## config.mk

```make
export PLATFORM = sky130hd
export DESIGN_NAME = isa_io_decoder
export DESIGN_NICKNAME = d
export VERILOG_FILES = /design/src/rtl/isa_dec_pkg.sv /design/src/rtl/isa_sync_chain.sv /design/src/rtl/isa_addr_match.sv /design/src/rtl/isa_lane_steer.sv /design/src/rtl/isa_io_decoder.sv
export SDC_FILE = /design/constraint.sdc
export NUM_CORES = 1
export LEC_CHECK = 0
export ABC_AREA = 1
export BUFFER_PORTS_ARGS = -buffer_cell sky130_fd_sc_hd__buf_2
export CAP_MARGIN = 30
export CORE_AREA = 3 3 64 66
export CTS_BUF_LIST = sky130_fd_sc_hd__clkbuf_16
export DETAILED_ROUTE_END_ITERATION = 8
export DIE_AREA = 0 0 67 69
export PLACE_DENSITY = 0.93
export SLEW_MARGIN = 0
export SYNTH_ARGS = -nofsm -noshare
export SYNTH_HDL_FRONTEND = slang
export SYNTH_SLANG_ARGS = --single-unit
export TNS_END_PERCENT = 20
```

## constraint.sdc

```tcl
create_clock -name clk -period 2.14 [get_ports clk]
set_input_delay 0.428 -clock clk [delete_from_list [all_inputs] [get_ports clk]]
set_output_delay 0.428 -clock clk [all_outputs]
set_load 0.005 [all_outputs]
```

## src/rtl/isa_dec_pkg.sv

```systemverilog
package isa_dec_pkg;
    typedef enum logic [2:0] {
        ST_IDLE,
        ST_RD_START,
        ST_RD_HOLD,
        ST_WR_ACTIVE,
        ST_WR_PULSE
    } dec_state_t;

    localparam int SYNC_STAGES = 2;
endpackage

```

## src/rtl/isa_sync_chain.sv

```systemverilog
module isa_sync_chain #(
    parameter int          W       = 3,
    parameter int          STAGES  = 2,
    parameter logic [W-1:0] RST_VAL = '1
) (
    input  logic         clk,
    input  logic         rst_n,
    input  logic [W-1:0] d,
    output logic [W-1:0] q
);
    logic [W-1:0] stg [STAGES];

    generate
        for (genvar i = 0; i < STAGES; i++) begin : g_stage
            if (i == 0) begin : g_first
                always_ff @(posedge clk or negedge rst_n) begin
                    if (!rst_n) stg[i] <= RST_VAL;
                    else        stg[i] <= d;
                end
            end else begin : g_next
                always_ff @(posedge clk or negedge rst_n) begin
                    if (!rst_n) stg[i] <= RST_VAL;
                    else        stg[i] <= stg[i-1];
                end
            end
        end
    endgenerate

    assign q = stg[STAGES-1];
endmodule

```

## src/rtl/isa_addr_match.sv

```systemverilog
module isa_addr_match #(
    parameter int AW       = 10,
    parameter int WIN_BITS = 4,
    localparam int BW      = AW - WIN_BITS
) (
    input  logic          clk,
    input  logic          rst_n,
    input  logic [AW-1:0] sa,
    input  logic          aen,
    input  logic [BW-1:0] win_base,
    input  logic          cfg_io16,
    output logic          in_win,
    output logic          iocs16_oe
);
    assign in_win    = (sa[AW-1:WIN_BITS] == win_base);
    assign iocs16_oe = cfg_io16 && !aen && in_win;

    // select never asserted during a DMA (aen high) cycle
    p_iocs_no_dma_r2: assert property (@(posedge clk) disable iff (!rst_n)
        aen |-> !iocs16_oe);
endmodule

```

## src/rtl/isa_lane_steer.sv

```systemverilog
module isa_lane_steer #(
    parameter int DW = 16,
    localparam int HW = DW / 2
) (
    input  logic          clk,
    input  logic          rst_n,
    input  logic          wide,
    input  logic          odd,
    input  logic          rd_active,
    input  logic [DW-1:0] rdata,
    input  logic [DW-1:0] din,
    output logic [DW-1:0] dout,
    output logic          oe_lo,
    output logic          oe_hi,
    output logic [1:0]    wbe,
    output logic [DW-1:0] wdata
);
    logic narrow_odd;
    assign narrow_odd = !wide && odd;

    always_comb begin
        if (narrow_odd) dout = {rdata[DW-1:HW], rdata[DW-1:HW]};
        else            dout = rdata;
        oe_lo = rd_active;
        oe_hi = rd_active && wide;
    end

    always_comb begin
        if (narrow_odd) wdata = {din[HW-1:0], din[HW-1:0]};
        else            wdata = din;
        if (odd)        wbe = 2'b10;
        else if (wide)  wbe = 2'b11;
        else            wbe = 2'b01;
    end

    // byte-only mode never drives the upper lane
    p_hi_lane_mode_r7: assert property (@(posedge clk) disable iff (!rst_n)
        !wide |-> !oe_hi);
    // at least one byte is always enabled
    p_wbe_nonzero_r9: assert property (@(posedge clk) disable iff (!rst_n)
        wbe != 2'b00);
endmodule

```

## src/rtl/isa_io_decoder.sv

```systemverilog
module isa_io_decoder
    import isa_dec_pkg::*;
#(
    parameter int AW       = 10,
    parameter int WIN_BITS = 4,
    parameter int DW       = 16,
    localparam int BW      = AW - WIN_BITS,
    localparam int SW      = WIN_BITS - 1
) (
    input  logic          clk,
    input  logic          rst_n,
    input  logic [AW-1:0] sa,
    input  logic          aen,
    input  logic          ior_n,
    input  logic          iow_n,
    input  logic [BW-1:0] win_base,
    input  logic          cfg_io16,
    input  logic [DW-1:0] bus_din,
    output logic [DW-1:0] bus_dout,
    output logic          bus_oe_lo,
    output logic          bus_oe_hi,
    output logic          iocs16_oe,
    output logic [SW-1:0] reg_sel,
    output logic          reg_rd,
    output logic          reg_wr,
    output logic [1:0]    reg_wbe,
    output logic [DW-1:0] reg_wdata,
    input  logic [DW-1:0] reg_rdata
);
    logic [2:0]          strb_s;
    logic                aen_s, iow_s, ior_s;
    logic                in_win, qual;
    dec_state_t          state, state_nx;
    logic [WIN_BITS-1:0] cap_addr;
    logic [DW-1:0]       cap_data;
    logic                rd_active;

    isa_sync_chain #(.W(3), .STAGES(SYNC_STAGES), .RST_VAL(3'b111)) u_sync (
        .clk   (clk),
        .rst_n (rst_n),
        .d     ({aen, iow_n, ior_n}),
        .q     (strb_s)
    );
    assign {aen_s, iow_s, ior_s} = strb_s;

    isa_addr_match #(.AW(AW), .WIN_BITS(WIN_BITS)) u_match (
        .clk       (clk),
        .rst_n     (rst_n),
        .sa        (sa),
        .aen       (aen),
        .win_base  (win_base),
        .cfg_io16  (cfg_io16),
        .in_win    (in_win),
        .iocs16_oe (iocs16_oe)
    );

    assign qual = in_win && !aen_s;

    always_comb begin
        state_nx = state;
        unique case (state)
            ST_IDLE: begin
                if (qual && !ior_s)      state_nx = ST_RD_START;
                else if (qual && !iow_s) state_nx = ST_WR_ACTIVE;
            end
            ST_RD_START: begin
                if (ior_s || aen_s) state_nx = ST_IDLE;
                else                state_nx = ST_RD_HOLD;
            end
            ST_RD_HOLD: begin
                if (ior_s || aen_s) state_nx = ST_IDLE;
            end
            ST_WR_ACTIVE: begin
                if (aen_s)      state_nx = ST_IDLE;
                else if (iow_s) state_nx = ST_WR_PULSE;
            end
            ST_WR_PULSE: state_nx = ST_IDLE;
            default:     state_nx = ST_IDLE;
        endcase
    end

    always_ff @(posedge clk or negedge rst_n) begin
        if (!rst_n) state <= ST_IDLE;
        else        state <= state_nx;
    end

    always_ff @(posedge clk or negedge rst_n) begin
        if (!rst_n) begin
            cap_addr <= '0;
            cap_data <= '0;
        end else if (state == ST_IDLE) begin
            cap_addr <= sa[WIN_BITS-1:0];
            cap_data <= bus_din;
        end else if (state == ST_WR_ACTIVE && !iow_s) begin
            cap_addr <= sa[WIN_BITS-1:0];
            cap_data <= bus_din;
        end
    end

    always_comb begin
        reg_rd    = 1'b0;
        reg_wr    = 1'b0;
        rd_active = 1'b0;
        unique case (state)
            ST_IDLE:      ;
            ST_RD_START:  begin reg_rd = 1'b1; rd_active = 1'b1; end
            ST_RD_HOLD:   rd_active = 1'b1;
            ST_WR_ACTIVE: ;
            ST_WR_PULSE:  reg_wr = 1'b1;
            default:      ;
        endcase
    end

    assign reg_sel = cap_addr[WIN_BITS-1:1];

    isa_lane_steer #(.DW(DW)) u_lane (
        .clk       (clk),
        .rst_n     (rst_n),
        .wide      (cfg_io16),
        .odd       (cap_addr[0]),
        .rd_active (rd_active),
        .rdata     (reg_rdata),
        .din       (cap_data),
        .dout      (bus_dout),
        .oe_lo     (bus_oe_lo),
        .oe_hi     (bus_oe_hi),
        .wbe       (reg_wbe),
        .wdata     (reg_wdata)
    );

    // read and write strobes never coincide
    p_rd_wr_excl_r10: assert property (@(posedge clk) disable iff (!rst_n)
        !(reg_rd && reg_wr));
    // read strobe lasts one cycle
    p_rd_single_r4: assert property (@(posedge clk) disable iff (!rst_n)
        reg_rd |=> !reg_rd);
    // write strobe lasts one cycle and follows a released write strobe
    p_wr_single_r5: assert property (@(posedge clk) disable iff (!rst_n)
        reg_wr |=> !reg_wr);
    p_wr_after_release_r5: assert property (@(posedge clk) disable iff (!rst_n)
        reg_wr |-> $past(iow_s));
    // no bus drive while the synchronized address-enable is high
    p_oe_no_dma_r6: assert property (@(posedge clk) disable iff (!rst_n)
        (aen_s && $past(aen_s)) |-> !bus_oe_lo);
endmodule

```

==> flow_metrics.env, run 1 <==
export IMPL_ios=96
export IMPL_synth_area_leader_cell="dfrtp_1"
export IMPL_status="finished clean"
export IMPL_holdBufCountCts=0
export IMPL_cp_depth=4
export IMPL_maxSlewViolCount=0
export IMPL_finalCritPeriodShare_pct=87.4
export IMPL_synth_mux_area_fraction_pct=13.8
export IMPL_design_die_area_mm2=0.00462
export IMPL_synthSimpleGateAreaFrac_pct=17.1
export IMPL_finalSetupViolCount=0
export IMPL_vias_per_cell=4.50
export IMPL_path_buf_inv=2
export IMPL_grt_pass1_vias=1393
export IMPL_cpLargestDelayFamily="flip-flops"
export IMPL_max_freq_mhz=535
export IMPL_drive_gt1_share_pct=49.3
export IMPL_drc_errors=0
export IMPL_synth_top_family_by_area="buffers and inverters"
export IMPL_ctsResizeCount=0
export IMPL_maxCapViolations=0
export IMPL_synth_xor_area_share_pct=0
export IMPL_synthToLayoutAreaGrowth_pct=35.0
export IMPL_clk_pin_slew_ps=50
export IMPL_clk_latency_ps=270
export IMPL_dp_hpwl_um=2860
export IMPL_synth_cell_types=22
export IMPL_multi_input_area_um2=599
export IMPL_vias=1430
export IMPL_hold_path_class="input port to async pin"
export IMPL_start_util_pct=44.3
export IMPL_nNetsFinal=323
export IMPL_cp_slowest_cell="dfrtp_1"
export IMPL_post_synth_cell_area_avg_um2=8.66
export IMPL_startpoint="state[1]$_DFFE_PN0P_"
export IMPL_synth_compound_area_share_pct=6.37
export IMPL_leakagePower_nw=1.23
export IMPL_synth_fa_ha_area_share_pct=0
export IMPL_gp_congestion=0.747
export IMPL_grt_pass1_wl_um=5660
export IMPL_setup_tns_final_ps=0
export IMPL_cts_setup_buffers=0
export IMPL_skew_ps=4.47
export IMPL_rows=22
export IMPL_synthCells=186
export IMPL_drtIter0Drc=45
export IMPL_required_ps=1710
export IMPL_netlist_area_mm2=0.00161
export IMPL_seqCellArea_um2=733
export IMPL_fill_cells=348
export IMPL_wl_per_cell_um=11.1
export IMPL_rsz0062_at_grt="no"
export IMPL_r2r_cells=4
export IMPL_grt_antenna_before_repair=0
export IMPL_synth_top_area_share_pct=35.7
export IMPL_fin_crit_ps=1870
export IMPL_ys_ff_latch=29
export IMPL_grt_ovfl_total=0
export IMPL_path_cells="nor3_1 -> inv_1 -> a21oi_1 -> buf_2"
export IMPL_hold_viol=0
export IMPL_ys_seq_area_share_pct=45.5
export IMPL_peakVddDrop_mv=0.818
export IMPL_rrSetupSlack_ps=390
export IMPL_grt_use_total_pct=15.8
export IMPL_endpoint_kind="output port"
export IMPL_critical_path_max_stage_delay_ps=420
export IMPL_path_class="flip-flop to output port"
export IMPL_grt_max_degree=30
export IMPL_insertedDiodeCount=0
export IMPL_finalWirelength_um=3530
export IMPL_cts_tree="done"
export IMPL_fin_hold_ws_ps=176
export IMPL_r2r_end="cap_data[13]$_DFFE_PN0P_"
export IMPL_yosys_top_cells_area="dfrtp_1 (36%), mux2_2 (12%), nand2_1 (11%)"
export IMPL_ys_warn_count=0
export IMPL_worstMarginPinSlew_ps=623
export IMPL_die_y_um=69
export IMPL_critical_path_endpoint="bus_oe_hi"
export IMPL_cp_max_fo=5
export IMPL_p_per_area_mw_per_mm2=1280
export IMPL_cts_num_sinks=29
export IMPL_timing_rr_start="state[1]$_DFFE_PN0P_"
export IMPL_cts_root_buf="clkbuf_16"
export IMPL_cts_made_buffers=5
export IMPL_dr_pass1_iters=4
export IMPL_port_buffer_count=95
export IMPL_clk_path_buf_depth=2
export IMPL_crit_arrival_ps=1440
export IMPL_core_area_mm2=0.00363
export IMPL_die_w_um=67
export IMPL_cts_htree_levels=2
export IMPL_postRouteAntennaNets=0
export IMPL_relSlewSlack_pct=58.5
export IMPL_start_kind="flip-flop"
export IMPL_synth_nets=240
## cells in the final DEF, fill, tap and decap left out
cell type   count
nand2_1        46
nand2_2         1
buf_2          95
inv_2           1
nor3_2          1
nor3_1          3
dfstp_2         6
clkinv_1        1
nand3_1         7
o21ai_0        18
inv_1          29
mux2_2         17
clkinvlp_4      1
clkbuf_16       5
o31ai_1         1
dfrtp_1        23
buf_12          1
a21oi_1         1
mux2_4          2
buf_4           1
nor2_1          8
bufinv_16       1
nor2_2          1
## worst min-delay path by stage
stage                       startpoint                  endpoint  slack, ps  cells after the start
3_5_place_dp   u_sync.stg[3]$_DFF_PN1_     u_sync.q[0]$_DFF_PN1_        350                      0
3_3_place_gp   u_sync.stg[3]$_DFF_PN1_     u_sync.q[0]$_DFF_PN1_        350                      0
4_1_cts                          rst_n  cap_data[11]$_DFFE_PN0P_        210                      1
2_1_floorplan                    rst_n   cap_addr[0]$_DFFE_PN0P_        130                      0
6_report                         rst_n  cap_data[11]$_DFFE_PN0P_        180                      1
5_1_grt                          rst_n  cap_data[11]$_DFFE_PN0P_        220                      1
## kinds of logic (layout without fill, tap and decap cells)
| kind of cell | count (synthesis) | after routing |
|---|---|---|
| AOI/OAI and AO/OA | 20 | 20 |
| buffers and inverters | 51 | 135 |
| DFF | 29 | 29 |
| muxes | 19 | 19 |
| and+or+nand+nor | 67 | 67 |
## metal layers
metal	share of wire, %	global-route usage, %	vias up
met5	0	0	-
met3	6.2	4.40	6
met4	1.3	6.98	0
met1	40	17.2	647
met2	53	27.6	49
li1	-	-	728
## layout make-up
class	instances	share of cell area (%)
inverters	30	5.18
clock buffers	5	5.75
multi-input cells	106	27.6
repair buffers	97	23.1
clock inverters	3	1.90
flip-flops and latches	29	33.7
well taps	48	2.76
## cells in the mapped netlist, drive strengths merged
master	count
nand2	47
inv	30
dfrtp	23
buf	19
mux2	19
o21ai	18
nor2	9
nand3	7
dfstp	6
nor3	4
clkbuf	2
a21oi	1
o31ai	1
## flip-flops by register name, indices dropped and copies added, names as in the netlist
register,cells
cap_data,16
cap_addr,4
u_sync.stg,3
state,3
u_sync.q,3
## report_power, final
part	switching, mW	internal (mW)	total, mW
Combinational	0.573	0.562	1.14
Clock	0.224	0.543	0.766
Sequential	0.114	0.773	0.887
Total	0.910	1.88	2.79
## worst reg2reg max path, delay by kind of cell, from the launching register on
| kind | cells | cell delay (ps) |
|---|---|---|
| mux | 1 | 410 |
| flops | 1 | 420 |
| simple gates | 2 | 740 |
| buf+inv | 1 | 60 |
## metrics by stage
stage	area, um^2	power, mW	setup slack [ps]	util (%)	std cells
after floorplan	1610	1.74	523	-	186
after global placement	2010	1.99	411	55.3	310
after detailed placement	2010	2.05	376	55.3	310
after CTS	2170	2.83	298	59.8	318
after global routing	2170	3.00	198	59.8	318
final	2170	2.79	271	59.8	318
(Power assumes the default switching activity.)
==> run 2, diff against run 1 <==
CORE_AREA = 3 3 66 68   (was 3 3 64 66)
CTS_CLUSTER_SIZE = 10   (was default)
DIE_AREA = 0 0 69 71   (was 0 0 67 69)
PLACE_DENSITY = 0.89   (was 0.93)
clock period = 2.1 ns   (was 2.14 ns; I/O delays follow)
==> run 2 against run 1 <==
Sequential power grew 2.3%. Clock-buffer cell count did not move. Worst setup slack improved by 5.7 ps. Sequential cell count stayed put. Via count is 0.21% lower. Sequential share of layout area unchanged. Utilization fell by 4.3 points. Hold slack worse by 19 ps. First-iteration DRC count down 4.4%. Global-route usage down 0.41 points. Critical endpoint unchanged.
==> flow_metrics.env, run 2 (synthesized netlist as in run 1, its figures left out) <==
export IMPL_vias=1427
export IMPL_port_buffer_count=95
export IMPL_maxSlewViolCount=0
export IMPL_path_cells="inv_1 -> nor3_1 -> inv_1 -> a21oi_1 -> buf_2"
export IMPL_multi_input_area_um2=599
export IMPL_vias_per_cell=4.46
export IMPL_max_freq_mhz=548
export IMPL_clk_latency_ps=270
export IMPL_gp_congestion=0.738
export IMPL_cts_tree="done"
export IMPL_start_kind="flip-flop"
export IMPL_insertedDiodeCount=0
export IMPL_pre_cts_slack_ps=350
export IMPL_drive_gt1_share_pct=49.3
export IMPL_cpLargestDelayFamily="flip-flops"
export IMPL_seqCellArea_um2=733
export IMPL_hold_viol=0
export IMPL_cts_setup_buffers=0
export IMPL_mostFrequentLayoutCell="buf_2"
export IMPL_largest_reg_flops=16
export IMPL_cts_made_buffers=5
export IMPL_holdBufCountCts=0
export IMPL_start_util_pct=41.1
export IMPL_cts_num_sinks=29
export IMPL_ios=96
export IMPL_fin_crit_ps=1820
export IMPL_maxCapViolations=0
export IMPL_relSlewSlack_pct=59.5
export IMPL_status="finished clean"
export IMPL_clk_pin_slew_ps=50
export IMPL_grt_antenna_before_repair=0
export IMPL_grt_pass1_vias=1378
export IMPL_cp_max_fo=4
export IMPL_critical_path_max_stage_delay_ps=400
export IMPL_ctsResizeCount=0
export IMPL_largest_register="cap_data"
export IMPL_synthToLayoutAreaGrowth_pct=35.0
export IMPL_design_die_area_mm2=0.00490
export IMPL_cts_htree_levels=2
export IMPL_path_buf_inv=3
export IMPL_finalCritPeriodShare_pct=86.8
export IMPL_grt_use_total_pct=15.4
export IMPL_postRouteAntennaNets=0
export IMPL_die_w_um=69
export IMPL_fill_cells=382
export IMPL_clk_path_buf_depth=2
export IMPL_skew_ps=5.19
export IMPL_crit_arrival_ps=1400
export IMPL_cp_slowest_cell="dfrtp_1"
export IMPL_setup_tns_final_ps=0
export IMPL_grt_pass1_wl_um=6000
export IMPL_core_area_mm2=0.00391
export IMPL_final_cell_area_mm2=0.00217
export IMPL_cts_root_buf="clkbuf_16"
export IMPL_p_per_area_mw_per_mm2=1300
export IMPL_drc_errors=0
export IMPL_dp_hpwl_um=2890
export IMPL_endpoint_kind="output port"
export IMPL_placed_cell_area_mm2=0.00201
export IMPL_hold_path_class="input port to async pin"
export IMPL_dr_pass1_iters=4
export IMPL_nNetsFinal=323
export IMPL_setup_ws_ps=276
export IMPL_finalSetupViolCount=0
export IMPL_grt_max_degree=30
export IMPL_leakagePower_nw=1.24
export IMPL_worstMarginPinSlew_ps=607
export IMPL_crit_top_cell="inv_1"
export IMPL_rows=23
export IMPL_peakVddDrop_mv=0.697
export IMPL_finalWirelength_um=3610
export IMPL_required_ps=1680
export IMPL_rsz0062_at_grt="no"
export IMPL_path_class="flip-flop to output port"
export IMPL_layout_common_cells="buf_2 (95), nand2_1 (46), inv_1 (30)"
export IMPL_die_y_um=71
export IMPL_wl_per_cell_um=11.3
export IMPL_drtIter0Drc=43
export IMPL_grt_ovfl_total=0
export IMPL_largestRegisters="cap_data: 16 flops, cap_addr: 4 flops"
## run 2: changes by cell type in the layout (fill, tap and decap cells not counted), sizes merged
cell      before  now
clkinvlp       1    0
inv           30   31
## run 2: report_power, final
part           internal, mW  switching, mW
clock                 0.550          0.220
sequential            0.788          0.118
combinational         0.573          0.583
## run 2: area by class of cell
type,count,share of cell area (%)
multi-input combinational,106,27.6
timing repair buffer,97,23.1
tap,50,2.88
clock buffer,5,5.75
sequential,29,33.7
clock inverter,3,1.78
inverter,30,5.18
## run 2: path summary, 6_finish.rpt
| path | start | to | slack, ps | cells after the start |
|---|---|---|---|---|
| setup / recovery | state[0]$_DFFE_PN0P_ | bus_oe_hi | 280 | 5 |
| hold / removal | rst_n | cap_data[0]$_DFFE_PN0P_ | 160 | 1 |
| setup reg to reg | state[1]$_DFFE_PN0P_ | cap_data[10]$_DFFE_PN0P_ | 400 | 4 |
| hold reg to reg | u_sync.stg[3]$_DFF_PN1_ | u_sync.q[0]$_DFF_PN1_ | 350 | 0 |
| max in group asynchronous | rst_n | cap_data[5]$_DFFE_PN0P_ | 1540 | 1 |
| min in group clk | ior_n | u_sync.stg[3]$_DFF_PN1_ | 250 | 1 |
## run 2: per-layer routing
metal / routed length (um) / track usage, % / vias up
li1: - / - / 730
met1: 1340 / 16.7 / 642
met2: 1960 / 27.9 / 49
met3: 264 / 4.97 / 6
met4: 41 / 5.86 / 0
met5: 0 / 0 / -
## run 2: stage by stage
step	hold slack, ps	power (mW)	cells	utilization (%)
3_3_place_gp	347	2.04	312	51.4
4_1_cts	183	2.87	320	55.6
3_5_place_dp	347	2.08	312	51.4
2_1_floorplan	124	1.77	186	-
5_1_grt	200	3.06	320	55.6
6_report	157	2.83	320	55.6
